## src/rtl/pm_pkg.sv

```systemverilog
package pm_pkg;
  typedef enum logic [1:0] {
    PM_RUN    = 2'd0,
    PM_IDLE   = 2'd1,
    PM_HALT   = 2'd2,
    PM_RESYNC = 2'd3
  } pm_mode_e;
endpackage

```

## src/rtl/idle_tmr.sv

```systemverilog
module idle_tmr #(
  parameter int TOG_BIT = 12
) (
  input  logic clk_i,
  input  logic rst_ni,
  input  logic en_i,
  output logic toggle_o
);
  localparam int CW = TOG_BIT + 1;

  logic [CW-1:0] cnt_q;

  always_ff @(posedge clk_i or negedge rst_ni) begin
    if (!rst_ni)   cnt_q <= '0;
    else if (en_i) cnt_q <= cnt_q + 1'b1;
  end

  // the next increment flips the watched bit
  assign toggle_o = en_i && (&cnt_q[TOG_BIT-1:0]);


  freeze_chk: assert property (@(posedge clk_i) disable iff (!rst_ni)
    !en_i |=> $stable(cnt_q));


  toggle_chk: assert property (@(posedge clk_i) disable iff (!rst_ni)
    toggle_o |=> (cnt_q[TOG_BIT] != $past(cnt_q[TOG_BIT])));
endmodule

```

## src/rtl/pm_regs.sv

```systemverilog
module pm_regs (
  input  logic       clk_i,
  input  logic       rst_ni,
  input  logic       toggle_i,
  input  logic       we_i,
  input  logic [1:0] wdata_i,
  output logic       pend_o,
  output logic       en_o,
  output logic       irq_o
);
  logic pend_q, en_q;

  always_ff @(posedge clk_i or negedge rst_ni) begin
    if (!rst_ni) begin
      pend_q <= 1'b0;
      en_q   <= 1'b0;
    end else begin
      if (we_i) en_q <= wdata_i[1];
      if (toggle_i)  pend_q <= 1'b1;   // set beats a same-cycle clear
      else if (we_i) pend_q <= wdata_i[0];
    end
  end

  assign pend_o = pend_q;
  assign en_o   = en_q;
  assign irq_o  = pend_q & en_q;


  set_wins_chk: assert property (@(posedge clk_i) disable iff (!rst_ni)
    toggle_i |=> pend_q);


  pend_hold_chk: assert property (@(posedge clk_i) disable iff (!rst_ni)
    (pend_q && !we_i) |=> pend_q);
endmodule

```

## src/rtl/pm_fsm.sv

```systemverilog
module pm_fsm
  import pm_pkg::*;
#(
  parameter int RESYNC_CYC = 2
) (
  input  logic     clk_i,
  input  logic     rst_ni,
  input  logic     idle_req_i,
  input  logic     halt_req_i,
  input  logic     wake_i,
  input  logic     can_wake_i,
  input  logic     wake_armed_i,
  input  logic     toggle_i,
  output pm_mode_e mode_o,
  output logic     resume_o
);
  localparam int GAP_W = (RESYNC_CYC > 1) ? $clog2(RESYNC_CYC) : 1;
  localparam logic [GAP_W-1:0] GAP_LAST = GAP_W'(RESYNC_CYC - 1);

  pm_mode_e        mode_q, mode_d;
  logic [GAP_W-1:0] gap_q, gap_d;
  logic            resume_q;
  logic            ext_wake, gap_done;

  assign ext_wake = wake_i | can_wake_i;
  assign gap_done = (mode_q == PM_RESYNC) && (gap_q == GAP_LAST);

  always_comb begin
    mode_d = mode_q;
    gap_d  = gap_q;
    unique case (mode_q)
      PM_RUN: begin
        if (halt_req_i && !wake_armed_i) mode_d = PM_HALT;
        else if (idle_req_i)             mode_d = PM_IDLE;
      end
      PM_IDLE: if (ext_wake || toggle_i) begin
        mode_d = PM_RESYNC;
        gap_d  = '0;
      end
      PM_HALT: if (ext_wake) begin
        mode_d = PM_RESYNC;
        gap_d  = '0;
      end
      PM_RESYNC: begin
        if (gap_done) mode_d = PM_RUN;
        else          gap_d  = gap_q + 1'b1;
      end
      default: mode_d = PM_RUN;
    endcase
  end

  always_ff @(posedge clk_i or negedge rst_ni) begin
    if (!rst_ni) begin
      mode_q   <= PM_RUN;
      gap_q    <= '0;
      resume_q <= 1'b0;
    end else begin
      mode_q   <= mode_d;
      gap_q    <= gap_d;
      resume_q <= gap_done;
    end
  end

  assign mode_o   = mode_q;
  assign resume_o = resume_q;


  halt_refuse_chk: assert property (@(posedge clk_i) disable iff (!rst_ni)
    (mode_q == PM_RUN && wake_armed_i) |=> mode_q != PM_HALT);


  halt_hold_chk: assert property (@(posedge clk_i) disable iff (!rst_ni)
    (mode_q == PM_HALT && !ext_wake) |=> mode_q == PM_HALT);


  idle_exit_chk: assert property (@(posedge clk_i) disable iff (!rst_ni)
    (mode_q == PM_IDLE && toggle_i) |=> mode_q == PM_RESYNC);


  resume_chk: assert property (@(posedge clk_i) disable iff (!rst_ni)
    resume_q |-> (mode_q == PM_RUN && $past(mode_q) == PM_RESYNC));
endmodule

```

## src/rtl/pm_ctrl.sv

```systemverilog
module pm_ctrl
  import pm_pkg::*;
#(
  parameter int TOG_BIT    = 12,
  parameter int RESYNC_CYC = 2
) (
  input  logic       clk_i,
  input  logic       rst_ni,
  input  logic       tick_i,
  input  logic       idle_req_i,
  input  logic       halt_req_i,
  input  logic       wake_i,
  input  logic       wake_armed_i,
  input  logic       can_wake_i,
  input  logic       reg_we_i,
  input  logic [1:0] reg_wdata_i,
  output logic [1:0] reg_rdata_o,
  output logic       tmr_pend_o,
  output logic       tmr_irq_o,
  output logic       cpu_clk_en_o,
  output logic       tmr_clk_en_o,
  output logic       resume_o,
  output logic [1:0] mode_o
);
  pm_mode_e mode;
  logic     toggle, tmr_en, pend, en;

  assign tmr_en = tick_i && (mode != PM_HALT);

  idle_tmr #(.TOG_BIT(TOG_BIT)) u_tmr (
    .clk_i    (clk_i),
    .rst_ni   (rst_ni),
    .en_i     (tmr_en),
    .toggle_o (toggle)
  );

  pm_regs u_regs (
    .clk_i    (clk_i),
    .rst_ni   (rst_ni),
    .toggle_i (toggle),
    .we_i     (reg_we_i),
    .wdata_i  (reg_wdata_i),
    .pend_o   (pend),
    .en_o     (en),
    .irq_o    (tmr_irq_o)
  );

  pm_fsm #(.RESYNC_CYC(RESYNC_CYC)) u_fsm (
    .clk_i        (clk_i),
    .rst_ni       (rst_ni),
    .idle_req_i   (idle_req_i),
    .halt_req_i   (halt_req_i),
    .wake_i       (wake_i),
    .can_wake_i   (can_wake_i),
    .wake_armed_i (wake_armed_i),
    .toggle_i     (toggle),
    .mode_o       (mode),
    .resume_o     (resume_o)
  );

  assign reg_rdata_o  = {en, pend};
  assign tmr_pend_o   = pend;
  assign cpu_clk_en_o = (mode == PM_RUN);
  assign tmr_clk_en_o = (mode != PM_HALT);
  assign mode_o       = mode;


  halt_gate_chk: assert property (@(posedge clk_i) disable iff (!rst_ni)
    (mode_o == 2'd2) |-> !(cpu_clk_en_o || tmr_clk_en_o));
endmodule

```

## config.mk

```make
export PLATFORM = sky130hd
export DESIGN_NAME = pm_ctrl
export DESIGN_NICKNAME = d
export VERILOG_FILES = /design/src/rtl/pm_pkg.sv /design/src/rtl/idle_tmr.sv /design/src/rtl/pm_regs.sv /design/src/rtl/pm_fsm.sv /design/src/rtl/pm_ctrl.sv
export SDC_FILE = /design/constraint.sdc
export NUM_CORES = 1
export LEC_CHECK = 0
export CORE_UTILIZATION = 53
export DETAILED_ROUTE_END_ITERATION = 12
export PLACE_DENSITY = 0.82
export SYNTH_ARGS = -nofsm -noshare
export SYNTH_HDL_FRONTEND = slang
export SYNTH_HIERARCHICAL = 1
export SYNTH_SLANG_ARGS = --single-unit
```

## constraint.sdc

```tcl
create_clock -name clk_i -period 4.56 [get_ports clk_i]
set_input_delay 0.684 -clock clk_i [delete_from_list [all_inputs] [get_ports clk_i]]
set_output_delay 0.684 -clock clk_i [all_outputs]
set_load 0.005 [all_outputs]
```

Word level (Yosys, flattened, before mapping):

Cells that the tools add are included.

* word-level logic and storage cells: 43
* output and inout port bits: 9
* flip-flop bits (word level): 19
* input bits: 11

* muxes and demuxes: 12
* reductions and logical operators: 12
* $add $sub $neg: 2
* bitwise logic cells: 2
* equal/unequal tests: 9

Operator list (count)
* adder 13 x 1 -> 13 bit, second input constant: 1
* AND reduction 12 bit: 1
* 2-to-1 mux 2 bit: 5
* case mux 2 bit (4 select lines): 1
* AND reduction 4 bit: 2
* != test 2 x 1 -> 1 bit, second input constant: 3
* 2-to-1 mux 1 bit: 5
* equality test 2 bit, second input constant: 2
* logical AND 1 bit: 4
* != test 2 bit, second input constant: 2
* != test 3 x 2 -> 1 bit, second input constant: 1
* case mux 1 bit (3 select lines): 1
* nonzero test 3 bit: 1
* equality test 2 x 1 -> 1 bit, second input constant: 1
* zero test 2 bit: 1
* nonzero test 2 bit: 1
* adder 1 bit, second input constant: 1
* AND 1 bit: 1
* zero test 1 bit: 1
* logical OR 1 bit: 1
* OR 1 bit: 1

Longest topological paths before layout:

* word-level depth: 6
* depth in mapped cells: 8
* depth with buffers taken out: 8

Modules after synthesis:

The synthesis kept the hierarchy.

By module, submodules not included
* idle_tmr: instances 1, area an instance 571.8 µm², cells an instance 45, seq. area each 300.3 µm²
* pm_fsm: instances 1, area an instance 304.0 µm², cells an instance 27, seq. area each 100.1 µm²
* pm_regs: instances 1, area an instance 83.8 µm², cells an instance 6, seq. area each 50.0 µm²
* pm_ctrl: instances 1, area an instance 41.3 µm², cells an instance 5, seq. area each 0.0 µm²

Worst setup path before layout:

No wires, ideal clock.

* path type: input-to-reg
* start point: input tick_i
* end point: register u_fsm.mode_q[1], in the netlist u_fsm/mode_o[1]
* setup slack: 2.348 ns
* data required time: 4.435 ns
* setup time: 0.125 ns
* stages on the path: 7
* data arrival time: 2.087 ns
* buffers on the path: 0
* path through: and2_4 > nand3_2 > nor4_1 > nor2b_4 > o21ai_4 > o221ai_2 > mux2_4

* word-level cells in the longest chain between the ends: 5

RTL lines
* start: declaration: line pm_ctrl.sv:9 `input logic tick_i,`
* logical AND 1 bit: line pm_ctrl.sv:28 `assign tmr_en = tick_i && (mode != PM_HALT);`
* logical AND 1 bit: line idle_tmr.sv:19 `assign toggle_o = en_i && (&cnt_q[TOG_BIT-1:0]);`
* named net toggle: line pm_ctrl.sv:26 `logic toggle, tmr_en, pend, en;`
* logical OR 1 bit: line pm_fsm.sv:36 `PM_IDLE: if (ext_wake || toggle_i) begin`
* != test 2 x 1 -> 1 bit (no source line)
* AND reduction 4 bit (no source line)
* end signal: assignment: line pm_fsm.sv:58 `mode_q <= mode_d;`
* end: declaration: line pm_fsm.sv:20 `pm_mode_e mode_q, mode_d;`

The timed path passes the listed nets, and every way through them passes these cells.
A chain may end at the register's enable or synchronous reset.

Worst setup path after layout:

* start point: input tick_i
* end point: register u_fsm.mode_q[1], in the netlist u_fsm/mode_o[1]

* word-level cells in the longest chain between the ends: 5

RTL lines (line)
* logical AND 1 bit: pm_ctrl.sv:28
* named net tmr_en: pm_ctrl.sv:26
* logical AND 1 bit: idle_tmr.sv:19
* named net toggle: pm_ctrl.sv:26
* logical OR 1 bit: pm_fsm.sv:36
* != test 2 x 1 -> 1 bit (no source line)
* AND reduction 4 bit (no source line)

The timed path passes the listed nets, and every way through them passes these cells.

==> summary.md <==
| Metric | Value |
|---|---|
| Status | finished, final reports clean |
| Clk_skew | 4.012 ps |
| Ys Warns | 6 |
| CTS buffer count | 3 |
| Initial Util | 0.5735 |
| CP Capture Type | flop |
| Finished Core Util | 0.7125 |
| Vias post-DR | 650 |
| Layout cells sized above 1 | 0.2019 |
| Mean Syn Cell Area | 12.06 µm² |
| Commonest non-fill, non-tap cell in the layout | clkdlybuf4s50_1 |
| Worst slew margin | 0.4863 |
| Final hold violation count | 0 |
| Largest net degree at the start of global routing | 19 |
| Die Wd | 45.46 µm |
| Hold/Removal Path Class | reg2reg |
| Worst R2R Path Depth | 8 |
| Post-Syn Area | 0.001001 mm² |
| Area delta synth->final | 24.25% |
| WP data required | 4740 ps |
| Routed vias/inst | 5.039 |
| R2R Path End | u_fsm/mode_o[1]$_DFFE_PN0P_ |
| Overflow after GRT | 0 |
| CTS Root Cell | clkbuf_4 |
| Tot GR Track Use | 0.1944 |
| Die height | 45.46 µm |
| First-pass GRT wire length | 2801 µm |
| Hold endpoint | u_tmr/cnt_q[10]$_DFFE_PN0P_ |
| Slew @ Worst Pin | 768.2 ps |
| Post-synth cell types | 30 |
| Synth area leader | dfrtp_1 |
| Placed cell count | 125 |
| CP Launch Type | input port |
| Worst skew pair latency | 280 ps |
| Syn nets | 100 |
| Cts hold-fix bufs | 0 |
| Final min period | 2492 ps |
| RSZ-0062 raised after global routing | no |
| Non-filler cells in the finished layout | 129 |
| IO Port Bufs | 19 |
| # rows | 15 |
| DRC viols | 0 |
| Tot Pwr | 0.6306 mW |
| Final setup fails | 0 |
| Reg-to-Reg Start | u_fsm/mode_o[1]$_DFFE_PN0P_ |
| Global placement routability congestion | 0.7813 |
| Hold Path Stages | 1 |
| Max-cap viol count | 0 |
| Clock sinks | 18 |
| Power density cells | 507.0 mW/mm² |
| DIE AREA | 0.002067 mm² |
| CTS tree | done |
| Post-Synthesis Cells | 83 |
| Pins Over Slew Limit | 0 |
| Nets | 122 |
| Top cells by area, synth | dfrtp_1 45%, ha_1 7.5%, xor2_1 5.2% |
| LEAKAGE | 0.5625 nW |
| CTS H-tree depth | 1 |
| Routed wire length | 1689 µm |
| First-pass iteration count of the detailed router | 4 |
| Final period utilization | 0.5464 |
| Post-CTS setup buffers | 0 |
| Top cell type's share of synthesized area | 0.4500 |
| Arr. time, crit path | 2670 ps |
| Flops & latches, synth | 18 |
| Clock Tree Buf Depth | 2 |
| Vias in the first global route | 661 |
| VDD IR-drop max | 0.3293 mV |
| Antenna violations before repair | 0 |
| Clk slew on worst S/H paths | 100 ps |
| I/O pin total | 20 |
| Post-synthesis sequential area ratio | 0.4500 |
| First DRT Iteration DRCs | 14 |
| Critical path type | in2reg |
| Most frequent cells in the layout | 19 x clkdlybuf4s50_1, 18 x dfrtp_1, 6 x inv_1, 6 x ha_1, 6 x xor2_1 |
| Worst setup margin | 2068 ps |
| Final antenna-violating net count | 0 |
| Post-Route Setup TNS | 0 ps |
| Worst Path Max Fanout | 6 |
| Post-CTS Resized | 0 |
| Post-Place Worst Slack | 1758 ps |
| Routed wire per std cell | 13.09 µm |
| Hold Crit Start | u_tmr/cnt_q[10]$_DFFE_PN0P_ |
| Final HPWL from detailed placement | 1353 µm |
| Reg2Reg Setup Slack | 2290 ps |
| ANT cells | 0 |
| Max frequency | 401.4 MHz |
| Core area | 0.001745 mm² |
-- state kept, by name (all words and copies together), names as in the netlist --
register,cells
u_fsm/mode_o,2
u_regs/en_o,1
u_fsm/gap_q,1
u_fsm/resume_o,1
u_tmr/cnt_q,12
u_regs/pend_o,1
-- cell usage after synthesis --
master	n
buf_4	2
nor2b_2	1
mux2i_1	1
nor3_2	4
nand3_1	2
nand2_1	4
o221ai_2	1
o21ai_0	2
and2_1	1
xor2_1	6
nor4_1	1
nor2b_1	1
nand2b_1	2
ha_1	6
nor2b_4	1
nand3_2	1
nand4_1	2
o21ai_4	1
mux2_4	1
nand2b_4	1
mux2_1	1
nand4_4	2
and2_2	1
inv_1	6
and2_4	1
dfrtp_1	18
nor2_1	5
a211o_1	1
mux2_2	2
xnor2_1	5
-- kinds of logic after synthesis --
kind of cell | count (synthesis) | share of synthesized area
xor+xnor | 11 | 0.09625
flops | 18 | 0.4500
simple gates | 30 | 0.2325
buf+inv | 8 | 0.03749
compound gates | 5 | 0.05000
fa+ha+maj | 6 | 0.07500
mux | 5 | 0.05874
-- how the worst max path moves through the flow --
stage,start,endpoint,depth (start not counted)
after floorplan,tick_i,u_fsm/mode_o[1]$_DFFE_PN0P_,7
after global placement,tick_i,u_fsm/mode_o[1]$_DFFE_PN0P_,8
after detailed placement,tick_i,u_fsm/mode_o[1]$_DFFE_PN0P_,8
after CTS,tick_i,u_fsm/mode_o[1]$_DFFE_PN0P_,8
after global routing,tick_i,u_fsm/mode_o[1]$_DFFE_PN0P_,8
final,tick_i,u_fsm/mode_o[1]$_DFFE_PN0P_,8
-- per-layer routing --
layer	vias up	track usage	wire length, µm
li1	318	-	-
met1	310	0.2388	737
met2	16	0.3229	850
met3	6	0.03571	63
met4	0	0.09697	38
met5	-	0	0
-- worst max-delay path, cell delays in order --
cell and delay, ps:
clkdlybuf4s50_1 450, and2_4 190, nand3_2 140, nor4_1 540, nor2b_4 80, o21ai_4 150, o221ai_2 130, mux2_4 310
-- per-stage QoR --
step	area [µm²]	hold slack (ps)
floorplan	1001	388.4
global placement	1207	462.9
detailed placement	1207	480.7
CTS	1244	495.2
global route	1244	510.5
finish	1244	495.7
-- report_power, final --
part / leakage, nW / internal (mW) / total (mW) / switching [mW]
clock: 0.0210 / 0.0486 / 0.0962 / 0.0476
combinational: 0.322 / 0.154 / 0.259 / 0.105
sequential: 0.220 / 0.205 / 0.276 / 0.0703
total: 0.562 / 0.408 / 0.631 / 0.223
-- layout make-up --
cell class                      count  area [µm²]
Sequential cell                    18       450.4
Inverter                            6       22.52
Multi-Input combinational cell     57       513.0
Timing Repair Buffer               19       190.2
Tap cell                           25       31.28
Fill cell                         131       501.7
Clock buffer                        4       36.28
No activity file was read; power rests on OpenSTA's default activity.
